<file path="src/rtl/sleep_pwr_ctl.sv">
module sleep_pwr_ctl #(
  parameter int UNLOCK_WIN = 4,
  parameter int ARM_DELAY  = 3,
  parameter int ARM_HOLD   = 3
) (
  input  logic       clk,
  input  logic       rst_n,
  input  logic       bus_we,
  input  logic       bus_addr,
  input  logic [7:0] bus_wdata,
  output logic [7:0] bus_rdata,
  input  logic       sleep_req,
  input  logic       wake_evt,
  output logic       sleeping,
  output logic [1:0] act_mode,
  output logic       bod_off,
  output logic [3:0] clk_en
);
  localparam int WW = $clog2(UNLOCK_WIN + 1);
  localparam int DW = $clog2(ARM_DELAY + 1);
  localparam int HW = $clog2(ARM_HOLD + 1);
  localparam logic [1:0] MODE_PDOWN = 2'b10;
  localparam logic [1:0] MODE_RSVD  = 2'b11;

  logic          se;
  logic [1:0]    sm;
  logic [3:0]    pr;
  logic [WW-1:0] win_q;
  logic [DW-1:0] dly_q;
  logic [HW-1:0] hold_q;
  logic          arm_q;

  wire ctrl_wr   = bus_we && !bus_addr;
  wire gate_wr   = bus_we && bus_addr;
  wire first_wr  = ctrl_wr && bus_wdata[4] && bus_wdata[3];
  wire second_wr = ctrl_wr && bus_wdata[4] && !bus_wdata[3] && (win_q != '0);
  wire enter     = sleep_req && !sleeping && se && (sm != MODE_RSVD);

  always_ff @(posedge clk) begin
    if (!rst_n) begin
      se <= 1'b0;
      sm <= 2'b00;
      pr <= 4'h0;
    end else begin
      if (ctrl_wr) begin
        se <= bus_wdata[0];
        sm <= bus_wdata[2:1];
      end
      if (gate_wr) pr <= bus_wdata[3:0];
    end
  end

  always_ff @(posedge clk) begin
    if (!rst_n)                win_q <= '0;
    else if (first_wr)         win_q <= WW'(UNLOCK_WIN);
    else if (ctrl_wr)          win_q <= '0;
    else if (win_q != '0)      win_q <= win_q - 1'b1;
  end

  always_ff @(posedge clk) begin
    if (!rst_n)                dly_q <= '0;
    else if (second_wr)        dly_q <= DW'(ARM_DELAY);
    else if (dly_q != '0)      dly_q <= dly_q - 1'b1;
  end

  always_ff @(posedge clk) begin
    if (!rst_n) begin
      arm_q  <= 1'b0;
      hold_q <= '0;
    end else if (dly_q == DW'(1)) begin
      arm_q  <= 1'b1;
      hold_q <= HW'(ARM_HOLD);
    end else if (hold_q != '0) begin
      hold_q <= hold_q - 1'b1;
      if (hold_q == HW'(1)) arm_q <= 1'b0;
    end
  end

  always_ff @(posedge clk) begin
    if (!rst_n) begin
      sleeping <= 1'b0;
      act_mode <= 2'b00;
      bod_off  <= 1'b0;
    end else if (sleeping && wake_evt) begin
      sleeping <= 1'b0;
      act_mode <= 2'b00;
      bod_off  <= 1'b0;
    end else if (enter) begin
      sleeping <= 1'b1;
      act_mode <= sm;
      bod_off  <= arm_q;
    end
  end

  assign clk_en    = (sleeping && act_mode == MODE_PDOWN) ? 4'h0 : ~pr;
  assign bus_rdata = bus_addr ? {4'h0, pr} : {3'b000, arm_q, 1'b0, sm, se};

  p_arm_len_r4: assert property (@(posedge clk) disable iff (!rst_n)
    $rose(arm_q) |=> arm_q ##1 arm_q ##1 !arm_q);
  p_no_en_r6: assert property (@(posedge clk) disable iff (!rst_n)
    sleep_req && !sleeping && !se |=> !sleeping);
  p_rsvd_r8: assert property (@(posedge clk) disable iff (!rst_n)
    sleep_req && !sleeping && sm == MODE_RSVD |=> !sleeping);
  p_bod_src_r9: assert property (@(posedge clk) disable iff (!rst_n)
    $rose(bod_off) |-> $past(arm_q));
  p_wake_r10: assert property (@(posedge clk) disable iff (!rst_n)
    sleeping && wake_evt |=> !sleeping && !bod_off && act_mode == 2'b00);
  p_hold_r12: assert property (@(posedge clk) disable iff (!rst_n)
    sleeping && !wake_evt |=> sleeping && $stable(act_mode) && $stable(bod_off));
endmodule

</file>
<file path="config.mk">
export PLATFORM = sky130hd
export DESIGN_NAME = sleep_pwr_ctl
export DESIGN_NICKNAME = d
export VERILOG_FILES = /design/src/rtl/sleep_pwr_ctl.sv
export SDC_FILE = /design/constraint.sdc
export NUM_CORES = 1
export LEC_CHECK = 0
export BUFFER_PORTS_ARGS = -buffer_cell sky130_fd_sc_hd__buf_2
export CORE_AREA = 2 2 47 49
export DETAILED_ROUTE_END_ITERATION = 8
export DIE_AREA = 0 0 49 51
export GPL_ROUTABILITY_DRIVEN = 0
export PLACE_DENSITY_LB_ADDON = 0.08
export SYNTH_ARGS = -nofsm -noshare
export SYNTH_HDL_FRONTEND = slang
export SYNTH_SLANG_ARGS = --single-unit
</file>
<file path="constraint.sdc">
create_clock -name clk -period 2.3 [get_ports clk]
set_input_delay 0.46 -clock clk [delete_from_list [all_inputs] [get_ports clk]]
set_output_delay 0.46 -clock clk [all_outputs]
set_load 0.02 [all_outputs]
</file>
Yosys cells after proc, flatten, opt, wreduce, memory -nomap -nowiden
Index checks and enable logic that the tools add are counted.
{"block": "totals", "reg_bits": 19, "input_bits": 14, "out_inout_bits": 16}
{"block": "classes", "add_sub_neg": 3, "eq_ne": 4, "muxes": 12, "bitwise": 2, "n_reduce_logical": 24}
{"operator": "1-bit logical AND", "n": 11}
{"operator": "2-bit nonzero test", "n": 5}
{"operator": "3-bit 2-to-1 mux", "n": 3}
{"operator": "2-bit 2-to-1 mux", "n": 4}
{"operator": "3-bit nonzero test", "n": 2}
{"operator": "5-bit 2-to-1 mux", "n": 1}
{"operator": "2-bit by 1-bit == test with 1-bit output (second input constant)", "n": 2}
{"operator": "4-bit 2-to-1 mux", "n": 1}
{"operator": "4-bit NOT", "n": 1}
{"operator": "2-bit by 1-bit subtractor with 2-bit output (second input constant)", "n": 2}
{"operator": "1-bit logical NOT", "n": 3}
{"operator": "1-bit 2-to-1 mux", "n": 3}
{"operator": "3-bit OR reduction", "n": 1}
{"operator": "3-bit by 1-bit subtractor with 3-bit output (second input constant)", "n": 1}
{"operator": "2-bit == test (second input constant)", "n": 1}
{"operator": "2-bit != test (second input constant)", "n": 1}
{"operator": "2-bit AND reduction", "n": 1}
{"operator": "2-bit OR reduction", "n": 1}
{"operator": "1-bit NOT", "n": 1}

Depth between registers and ports, before layout
{"block": "logic_depth", "word_depth": 6, "mapped_depth": 7, "mapped_depth_nobuf": 7}

Least setup slack after synthesis
Ideal clock, no wire load.
{"block": "synth_timing", "path_type": "input to output", "from": "input port bus_addr", "to": "output port bus_rdata[0]", "arrival_ns": 1.023, "t_required_ns": 1.840, "path_slack_ns": 0.817, "stages": 2, "path_buffers": 1, "path_cell_list": "buf_2 > mux2_2"}
{"block": "synth_via", "elab_chain_len": 1}
{"item": "start: declaration", "line": "9", "rtl": "input logic bus_addr,"}
{"item": "5-bit 2-to-1 mux", "line": "96", "rtl": "assign bus_rdata = bus_addr ? {4'h0, pr} : {3'b000, arm_q, 1'b0, sm, se};"}
{"item": "end: declaration", "line": "11", "rtl": "output logic [7:0] bus_rdata,"}
No other way between the ends.

Worst setup path in the final report
{"block": "layout_timing", "from": "register sleeping", "to": "output port clk_en[3]"}
{"block": "layout_via", "elab_chain_len": 2}
{"item": "start: declaration", "line": "14", "rtl": "output logic sleeping,"}
{"item": "start signal: assignment", "line": "81", "rtl": "sleeping <= 1'b0;"}
{"item": "start signal: assignment", "line": "85", "rtl": "sleeping <= 1'b0;"}
{"item": "start signal: assignment", "line": "89", "rtl": "sleeping <= 1'b1;"}
{"item": "1-bit logical AND", "line": "95", "rtl": "assign clk_en = (sleeping && act_mode == MODE_PDOWN) ? 4'h0 : ~pr;"}
{"item": "4-bit 2-to-1 mux", "line": "95"}
{"item": "end: declaration", "line": "17", "rtl": "output logic [3:0] clk_en"}
No other way between the ends.

==> summary.md <==
| Metric | Value |
|---|---|
| Status | `finished clean` |
| Worst-path fanout max | `5` |
| Net count reported at finish | `153` |
| Die X | `49 um` |
| IO Port Bufs | `23` |
| RSZ-0062 raised after global routing | `false` |
| Chip height | `51 um` |
| Mapped Area | `993 um2` |
| Clock Tree Root | `clkbuf_4` |
| Largest area contributor in the netlist | `dfxtp_1` |
| Flop and latch count out of synthesis | `19` |
| Top cell type's share of synthesized area | `0.383` |
| Crit-path slowest cell | `dfxtp_1` |
| Area contributors post-synth | `dfxtp_1 (38%), mux2i_1 (10%), ha_1 (8.8%)` |
| Peak VDD IR | `0.539 mV` |
| Max Cap Viol | `0` |
| Worst setup EP type | `output port` |
| CTS tree | `built` |
| Average vias per placed instance | `4.72` |
| WP data required | `1.84 ns` |
| Io pins | `30` |
| Max Clock Freq | `595 MHz` |
| Vias | `750` |
| Max Root-Sink Buffers | `2` |
| Largest family of logic cells by synthesized area | `simple AND/OR/NAND/NOR gates` |
| # Post-CTS Setup Buffers | `0` |
| Asr flop ratio synth | `0` |
| # diodes | `0` |
| Row count | `17` |
| Most common cell on crit path | `nor2_1` |
| Storage cell area | `380 um2` |
| Total wire length | `1.73 mm` |
| Commonest non-fill, non-tap cells in the layout | `buf_2 (23), dfxtp_1 (19), nand2_1 (15)` |
| Max H-tree Level | `1` |
| Syn Area/Cell | `9.20 um2` |
| Initial antenna violation count | `0` |
| DR DRC count | `0` |
| Post-synth EDFFs | `0` |
| Number of routed nets with antenna violations | `0` |
| Sequential share of the synthesized area | `0.383` |
| Fillcell total | `194` |
| Clock Latency Late Sink | `0.29 ns` |
| WP data arrival | `1.22 ns` |
| CTS Buf Count | `3` |
| Area grow syn2layout | `14.4%` |
| Clock sinks | `19` |
| Power Density | `853 mW/mm2` |
| Dpl hpwl | `1.38 mm` |
| Power, Total | `969 uW` |
| WS Path Type | `reg2out` |
| Setup WS post-layout | `0.618 ns` |
| Initial core utilization | `0.482` |
| Family with the most delay on the worst path | `flip-flops` |
| Clock Pin Slew Worst Setup and Hold Paths | `0.11 ns` |
| Post-synthesis compound-gate area fraction | `0.103` |
| Multi-input logic area | `548 um2` |
| Startpoint types | `register` |
| Core area | `0.00206 mm2` |
| Hold Violations, Final | `0` |
| Vias in the first global route | `758` |
| Per-cell routed wire length | `10.9 um` |
| Distinct cells, synth | `24` |
| Pre-CTS WS | `0.662 ns` |
| Largest net degree at the start of global routing | `16` |
| Mapped Cells | `108` |
| Post-synthesis mux area share | `0.135` |
| First-pass GRT wire length | `3.13 mm` |
| Setup Skew | `0.00826 ns` |
| Setup violations, final | `0` |
| LEAKAGE | `0.000529 uW` |
| Hold Path Class | `in2reg` |
| CTS-repair resized insts | `0` |
| Period utilization | `0.731` |
| Adder-cell share of the synthesized area | `0.0882` |
| CTS Hold Bufs | `0` |
| Post-Route Setup TNS | `0 ns` |
| Area share of and/or/nand/nor cells after synthesis | `0.188` |
| WP buf/inv | `1` |
| Total track usage | `0.165` |
| Grt total ovfl | `0` |
| Drt first pass iters | `4` |
| Critical path cell sequence | `nand2_1 > nor2_1 > nor2_1 > buf_2` |
| Ys flop type | `dfxtp_1` |
| Ys Warns | `0` |
| Slew Limit Fails | `0` |
| Most common cell after layout, fill and taps aside | `buf_2` |
| Post-Synth XOR/XNOR Area | `0.0264` |
| Critical Path Max Stage Delay | `0.41 ns` |
| Die Area | `0.00250 mm2` |
| Layout cells sized above 1 | `0.244` |
| DRT iter0 DRCs | `13` |
| Post-layout min period | `1.68 ns` |
-- synth_stat cells (2+ instances only) --
cell type   n
and2_1      2
nand2_1    15
nand3_1     4
inv_1       8
o21a_1      5
mux2_2      3
nor2b_1     5
a21oi_1     3
nor2_1      8
ha_1        7
buf_4       3
dfxtp_1    19
xnor2_1     2
nand2b_1    2
mux2i_1    10
a21boi_0    4
-- metrics by stage --
stage / utilization / area (um2) / hold slack [ns] / instances
2_1_floorplan: - / 1000 / 0.447 / 110
3_3_place_gp: 0.537 / 1110 / 0.443 / 155
3_5_place_dp: 0.537 / 1110 / 0.452 / 155
4_1_cts: 0.551 / 1140 / 0.431 / 159
5_1_grt: 0.551 / 1140 / 0.429 / 159
6_report: 0.551 / 1140 / 0.438 / 159
-- sequential cells by signal (all words and copies together), names as in the netlist --
name      cells
bod_off       1
hold_q        2
dly_q         2
sm            2
pr            4
win_q         3
sleeping      1
arm_q         1
se            1
act_mode      2
-- routing by layer --
layer,share of wire,vias up,GRT usage
li1,-,393,-
met2,0.51,13,0.306
met3,0.034,2,0.0322
met5,0,-,0
met1,0.45,342,0.178
met4,0.0098,0,0.0857
-- final cells by class --
cell class	instances	share of cell area
flip-flops and latches	19	0.335
inverters	8	0.0264
clock buffers	3	0.0198
clock inverters	1	0.00441
multi-input cells	77	0.482
well taps	28	0.0308
repair buffers	23	0.101
-- kinds of logic after synthesis --
kind of cell	Yosys count
muxes	13
adders and majority gates	7
xor gates and xnor gates	3
other	1
DFF	19
buffers and inverters	14
and+or+nand+nor	37
AOI/OAI and AO/OA	14
-- worst reg2reg max path, stage by stage (launching register included) --
cell and delay [ns]:
dfxtp_1 0.36, inv_1 0.05, ha_1 0.21, ha_1 0.28, nor4b_4 0.33, o21a_1 0.15
-- final timing paths --
path / start / endpoint / slack, ns / cells after the start
setup / recovery: sleeping / clk_en[3] / 0.62 / 4
setup reg to reg: win_q[0] / dly_q[0] / 0.87 / 5
hold / removal: bus_wdata[1] / pr[1] / 0.44 / 3
hold reg to reg: bod_off / bod_off / 0.46 / 2
-- power by group --
part / leakage, uW / internal [uW] / switching [uW]
Sequential: 0.000156 / 390 / 37.2
Combinational: 0.000356 / 185 / 191
Clock: 0.0000177 / 64.6 / 101
No activity file was read; power rests on OpenSTA's default activity.
